<file path="config.mk">
export PLATFORM = sky130hd
export DESIGN_NAME = nine_bit_rx
export DESIGN_NICKNAME = d
export VERILOG_FILES = /design/src/rtl/nbr_pkg.sv /design/src/rtl/nbr_rx_sampler.sv /design/src/rtl/nbr_addr_filter.sv /design/src/rtl/nbr_rx_hold.sv /design/src/rtl/nine_bit_rx.sv
export SDC_FILE = /design/constraint.sdc
export NUM_CORES = 1
export LEC_CHECK = 0
export BUFFER_PORTS_ARGS = -buffer_cell sky130_fd_sc_hd__buf_4
export CAP_MARGIN = 20
export CELL_PAD_IN_SITES_DETAIL_PLACEMENT = 0
export CELL_PAD_IN_SITES_GLOBAL_PLACEMENT = 1
export CORE_ASPECT_RATIO = 1.25
export CORE_MARGIN = 4
export CORE_UTILIZATION = 38
export CTS_CLUSTER_SIZE = 10
export DETAILED_ROUTE_END_ITERATION = 10
export PLACE_DENSITY_LB_ADDON = 0.1
export SLEW_MARGIN = 20
export SYNTH_ARGS = -nofsm -noshare
export SYNTH_HDL_FRONTEND = slang
export SYNTH_SLANG_ARGS = --single-unit
</file>
<file path="constraint.sdc">
create_clock -name clk -period 1.7 [get_ports clk]
set_input_delay 0.17 -clock clk [delete_from_list [all_inputs] [get_ports clk]]
set_output_delay 0.17 -clock clk [all_outputs]
set_load 0.01 [all_outputs]
</file>
<file path="src/rtl/nbr_pkg.sv">
package nbr_pkg;

    localparam int DATA_W = 8;

    typedef enum logic [2:0] {
        ST_IDLE,
        ST_START,
        ST_BITS,
        ST_STOP,
        ST_BREAK
    } rx_state_e;

    typedef struct packed {
        logic [DATA_W-1:0] data;
        logic              ninth;
        logic              stop_ok;
    } rx_frame_t;

    // Compare only the bits enabled by the mask.
    function automatic logic mask_hit(input logic [DATA_W-1:0] b,
                                      input logic [DATA_W-1:0] addr,
                                      input logic [DATA_W-1:0] mask);
        return ((b ^ addr) & mask) == '0;
    endfunction

    // The pattern addr|mask: its ones must be present, its zeros are free.
    function automatic logic bcast_hit(input logic [DATA_W-1:0] b,
                                       input logic [DATA_W-1:0] addr,
                                       input logic [DATA_W-1:0] mask);
        logic [DATA_W-1:0] pat;
        pat = addr | mask;
        return (b & pat) == pat;
    endfunction

endpackage

</file>
<file path="src/rtl/nbr_rx_sampler.sv">
module nbr_rx_sampler
    import nbr_pkg::*;
#(
    parameter int OVERSAMPLE = 16
) (
    input  logic      clk,
    input  logic      rst,
    input  logic      rxd,
    input  logic      tick,
    output logic      frm_vld,
    output rx_frame_t frm
);

    localparam int CW    = (OVERSAMPLE > 2) ? $clog2(OVERSAMPLE) : 1;
    localparam int HALF  = OVERSAMPLE / 2;
    localparam int BIT_N = DATA_W + 1;
    localparam int IW    = $clog2(BIT_N + 1);

    logic [1:0]       sync_q;
    logic             line;
    rx_state_e        state;
    logic [CW-1:0]    cnt;
    logic [IW-1:0]    idx;
    logic [BIT_N-1:0] shreg;

    assign line = sync_q[1];

    always_ff @(posedge clk) begin
        if (rst) sync_q <= 2'b11;
        else     sync_q <= {sync_q[0], rxd};
    end

    always_ff @(posedge clk) begin
        if (rst) begin
            state   <= ST_IDLE;
            cnt     <= '0;
            idx     <= '0;
            shreg   <= '0;
            frm_vld <= 1'b0;
            frm     <= '0;
        end else begin
            frm_vld <= 1'b0;
            if (tick) begin
                case (state)
                    ST_IDLE: begin
                        if (!line) begin
                            state <= ST_START;
                            cnt   <= '0;
                        end
                    end
                    ST_START: begin
                        if (cnt == CW'(HALF - 1)) begin
                            cnt <= '0;
                            idx <= '0;
                            state <= line ? ST_IDLE : ST_BITS;
                        end else begin
                            cnt <= cnt + CW'(1);
                        end
                    end
                    ST_BITS: begin
                        if (cnt == CW'(OVERSAMPLE - 1)) begin
                            cnt   <= '0;
                            shreg <= {line, shreg[BIT_N-1:1]};
                            if (idx == IW'(BIT_N - 1)) state <= ST_STOP;
                            else                       idx <= idx + IW'(1);
                        end else begin
                            cnt <= cnt + CW'(1);
                        end
                    end
                    ST_STOP: begin
                        if (cnt == CW'(OVERSAMPLE - 1)) begin
                            cnt         <= '0;
                            frm_vld     <= 1'b1;
                            frm.data    <= shreg[DATA_W-1:0];
                            frm.ninth   <= shreg[BIT_N-1];
                            frm.stop_ok <= line;
                            state       <= line ? ST_IDLE : ST_BREAK;
                        end else begin
                            cnt <= cnt + CW'(1);
                        end
                    end
                    ST_BREAK: begin
                        if (line) state <= ST_IDLE;
                    end
                    default: state <= ST_IDLE;
                endcase
            end
        end
    end


    start_exit_chk: assert property (@(posedge clk) disable iff (rst)
        state == ST_START |=> state inside {ST_START, ST_IDLE, ST_BITS});


    frame_pulse_chk: assert property (@(posedge clk) disable iff (rst)
        frm_vld |=> !frm_vld);


    break_wait_chk: assert property (@(posedge clk) disable iff (rst)
        state == ST_BREAK && !line |=> state == ST_BREAK);

endmodule

</file>
<file path="src/rtl/nbr_addr_filter.sv">
module nbr_addr_filter
    import nbr_pkg::*;
(
    input  logic              frm_vld,
    input  rx_frame_t         frm,
    input  logic [DATA_W-1:0] slave_addr,
    input  logic [DATA_W-1:0] addr_mask,
    input  logic              filt_en,
    output logic              accept
);

    logic addr_ok;

    always_comb begin
        addr_ok = frm.ninth && (mask_hit(frm.data, slave_addr, addr_mask) ||
                                bcast_hit(frm.data, slave_addr, addr_mask));
        accept  = frm_vld && frm.stop_ok && (!filt_en || addr_ok);
    end


    always_comb begin
        if (frm_vld && !frm.stop_ok) stop_err_chk: assert (!accept);
    end

endmodule

</file>
<file path="src/rtl/nbr_rx_hold.sv">
module nbr_rx_hold
    import nbr_pkg::*;
(
    input  logic              clk,
    input  logic              rst,
    input  logic              accept,
    input  rx_frame_t         frm,
    input  logic              clr,
    output logic [DATA_W-1:0] rx_byte,
    output logic              rx_ninth,
    output logic              rx_done
);

    logic load;

    assign load = accept && (!rx_done || clr);

    always_ff @(posedge clk) begin
        if (rst) begin
            rx_done  <= 1'b0;
            rx_byte  <= '0;
            rx_ninth <= 1'b0;
        end else begin
            if (load) begin
                rx_done  <= 1'b1;
                rx_byte  <= frm.data;
                rx_ninth <= frm.ninth;
            end else if (clr) begin
                rx_done  <= 1'b0;
            end
        end
    end


    done_sticky_chk: assert property (@(posedge clk) disable iff (rst)
        rx_done && !clr |=> rx_done);


    held_stable_chk: assert property (@(posedge clk) disable iff (rst)
        rx_done && !clr |=> $stable(rx_byte) && $stable(rx_ninth));


    clear_drop_chk: assert property (@(posedge clk) disable iff (rst)
        clr && !accept |=> !rx_done);

endmodule

</file>
<file path="src/rtl/nine_bit_rx.sv">
module nine_bit_rx
    import nbr_pkg::*;
#(
    parameter int OVERSAMPLE = 16
) (
    input  logic       clk,
    input  logic       rst,
    input  logic       rxd,
    input  logic       tick,
    input  logic [7:0] slave_addr,
    input  logic [7:0] addr_mask,
    input  logic       filt_en,
    input  logic       clr,
    output logic [7:0] rx_byte,
    output logic       rx_ninth,
    output logic       rx_done
);

    logic      frm_vld;
    rx_frame_t frm;
    logic      accept;

    nbr_rx_sampler #(.OVERSAMPLE(OVERSAMPLE)) u_sampler (
        .clk     (clk),
        .rst     (rst),
        .rxd     (rxd),
        .tick    (tick),
        .frm_vld (frm_vld),
        .frm     (frm)
    );

    nbr_addr_filter u_filter (
        .frm_vld    (frm_vld),
        .frm        (frm),
        .slave_addr (slave_addr),
        .addr_mask  (addr_mask),
        .filt_en    (filt_en),
        .accept     (accept)
    );

    nbr_rx_hold u_hold (
        .clk      (clk),
        .rst      (rst),
        .accept   (accept),
        .frm      (frm),
        .clr      (clr),
        .rx_byte  (rx_byte),
        .rx_ninth (rx_ninth),
        .rx_done  (rx_done)
    );


    filt_ninth_chk: assert property (@(posedge clk) disable iff (rst)
        $rose(rx_done) && $past(filt_en) |-> rx_ninth);


    filt_match_chk: assert property (@(posedge clk) disable iff (rst)
        $rose(rx_done) && $past(filt_en) |->
            (mask_hit(rx_byte, $past(slave_addr), $past(addr_mask)) ||
             bcast_hit(rx_byte, $past(slave_addr), $past(addr_mask))));

endmodule

</file>
==> reports/results.tsv <==
metric	value	unit
Final Cycle Share	98.5	%
Yosys cell types	41	
status	complete, no violations	
Sink Count	43	
Non-Filler Instances	333	
maximum root-to-sink buffer count	2	
clock transition at the registers of the reported paths	0.08	ns
synthesized flop and latch total	43	
core region area	0.00515	mm^2
peak supply drop	0.000513	V
critical register-to-register path startpoint	u_sampler.state[1]$_SDFFE_PP0P_	
post-synthesis simple-gate area fraction	22.8	%
total track usage	14.3	%
CTS tree	done	
critical path depth	6	
max-slew violations	0	
Nets	295	
cell taking the most area after synthesis	dfxtp_1	
fmax	597	MHz
Sequential Power Share	49.4	%
gate count after technology mapping	217	
vias in the first global route	1622	
Layout Skew	0.00784	ns
largest net degree at the start of global routing	53	
die height	90.3	um
Layout area overhead	32.4	%
Top FF cell, synth	dfxtp_1	
syn_area_per_cell	9.50	um^2
row cnt	29	
most frequent cells in the layout	52 x buf_4, 34 x dfxtp_1, 32 x mux2i_1, 31 x nor2_1, 20 x nand2b_1	
post-synthesis mux area share	15.5	%
die area	0.00667	mm^2
top cell type's share of synthesized area	41.8	%
IO Pins	32	
Root Driver	clkbuf_8	
fin area	0.00273	mm^2
sw frac	21.9	%
drt total wl	4660	um
CP Buf/Inv Count	1	
routed vias	1678	
total power	2080	uW
Max Fanout on Critical Path	3	
first-pass GRT wire length	7480	um
Clock power frac	39.0	%
clk_lat worst skew	0.29	ns
total congestion overflow	0	
starting density of the core	40.0	%
Final ANT Viol Nets	0	
power per cell area	763	mW/mm^2
mapped cell area	0.00206	mm^2
# placed instances	324	
worst reg-to-reg path cell count	6	
HPWL after DPL	3390	um
commonest non-fill, non-tap cell in the layout	buf_4	
critical path capture point type	flip-flop	
XOR/XNOR Fraction of Synth Area	4.25	%
Worst Setup SP	u_sampler.state[1]$_SDFFE_PP0P_	
MaxCap Viol Count	0	
DRT Pass-1 Iters	4	
drt initial violations	74	
Hold Path Class	input port to flip-flop	
Worst-Margin Slew	0.493	ns
CP Capture Point	u_sampler.idx[3]$_SDFFE_PP0P_	
Reg2Reg Capture Point	u_sampler.idx[3]$_SDFFE_PP0P_	
reg2reg setup slack	0.03	ns
post-synthesis sequential area ratio	41.8	%
Max stage delay on crit path	0.48	ns
normalized max-slew margin	67.1	%
share of layout cells above drive strength 1	33.6	%
Logic pwr share	11.7	%
Crit path arrival time	1.91	ns
Final WS setup	0.0260	ns
cell family with most CP delay	simple AND/OR/NAND/NOR gates	
DR WL/cell	14.0	um
Psw	456	uW
initial antenna violation count	0	
post-synthesis async set-or-reset flop share	0	%
syn_nets	242	
die width	73.9	um
worst slack, placed	0.00445	ns
CP max stage cell	or4_4	
GP Congestion	0.769	
port bufs	31	
DR vias/cell	5.04	
Int Pwr	1630	uW
worst-path cell chain	buf_4, nor4b_4, a41oi_2, or2_1, or4_4, a21oi_2	
Worst EP required	1.93	ns
largest family of logic cells by synthesized area	simple AND/OR/NAND/NOR gates	
final hold vios	0	
area post-placement	0.00255	mm^2
H-Tree Depth	2	
worst hold slack	0.0616	ns
Pleak	0.000999	uW
crit path launch type	flip-flop	
crit path time final	1.67	ns
compound-cell area share of the yosys netlist	11.1	%
DRC viols	0	
Synth area leaders	dfxtp_1 42%, mux2i_1 16%, nand2b_1 6.1%, nor2_1 5.8%, xor2_1 3.8%	
Post-CTS Hold Fix Bufs	0	
number of flops mapped to enable cells by yosys	0	
final setup fails	0	
post-synthesis adder-cell area fraction	1.82	%
total number of yosys warnings	0	
RSZ-0062 raised after global routing	true	
WS Path Type	flip-flop to flip-flop	
n_diodes	0	
CTS Buf Count	5	
==> logic make-up after synthesis <==
group / count (synthesis)
xor+xnor: 10
compound gates: 33
buf+inv: 12
flops: 43
mux: 32
fa+ha+maj: 3
simple gates: 84
==> per-stage QoR <==
step | setup TNS (ns) | util [%]
floorplan | 0 | -
global placement | 0 | 49.4
detailed placement | 0 | 49.4
CTS | 0 | 51.7
global route | -0.0262 | 53.0
finish | 0 | 53.0
==> worst min path at each step <==
stage | to | cells after the start | slack, ns | startpoint
3_5_place_dp | u_sampler.sync_q[0]$_SDFF_PP1_ | 2 | 0.36 | rxd
6_report | u_sampler.sync_q[0]$_SDFF_PP1_ | 2 | 0.06 | rxd
4_1_cts | u_sampler.sync_q[0]$_SDFF_PP1_ | 2 | 0.05 | rxd
5_1_grt | u_sampler.sync_q[0]$_SDFF_PP1_ | 2 | 0.05 | rxd
2_1_floorplan | u_sampler.sync_q[0]$_SDFF_PP1_ | 1 | 0.27 | rxd
3_3_place_gp | u_sampler.sync_q[0]$_SDFF_PP1_ | 2 | 0.36 | rxd
==> synthesized netlist by cell type, drive strengths merged (2+ instances only) <==
library cell  instances
buf                   4
nor3b                 2
nand3b                3
ha                    3
a22oi                 4
o21ai                 4
nor3                  3
nand3                 5
clkbuf                5
mux2i                32
nor2                 34
nand2b               20
a21oi                 9
or2                   4
nor2b                 3
xor2                  9
or4                   2
dfxtp                43
inv                   3
nor4b                 2
nand4                 3
o2111ai               2
o21bai                6
==> worst register-to-register path: stages (launching register included) <==
cell and delay [ns]:
dfxtp_2 0.33, buf_4 0.14, nor4b_4 0.25, a41oi_2 0.06, or2_1 0.24, or4_4 0.48, a21oi_2 0.12
==> repair_timing <==
item	CTS	global route
setup buffers	0	1
setup endpoints to repair	1	35
pin swaps	1	6
gates resized for setup	0	19
==> layout make-up <==
type / count / area [um^2]
timing repair buffer: 55 / 450
clock inverter: 2 / 35.0
tap: 62 / 77.6
sequential: 43 / 872
multi-input combinational: 162 / 1200
fill: 505 / 2420
inverter: 3 / 11.3
clock buffer: 6 / 82.6
==> routing by layer <==
metal	global-route usage, %	routed length, um	part of all wire [%]
met1	16.6	1960	42
met2	25.0	2400	52
met3	3.34	229	4.9
met4	4.98	69	1.5
met5	0	0	0
==> power groups by stage <==
stage	logic [uW]	registers, uW	clock network, uW
floorplan	118	1050	0
global placement	234	1050	0
detailed placement	232	1050	0
CTS	234	1020	850
global route	265	1030	880
finish	243	1030	812
==> flip-flops by register name, indices dropped and copies added (netlist names) <==
register           flops
u_sampler.cnt          4
u_sampler.idx          4
u_hold.rx_byte         8
u_sampler.shreg        9
u_sampler.frm         10
u_hold.rx_ninth        1
u_sampler.state        3
u_sampler.frm_vld      1
u_sampler.sync_q       2
u_hold.rx_done         1
Power figures use the tool's default switching activity.
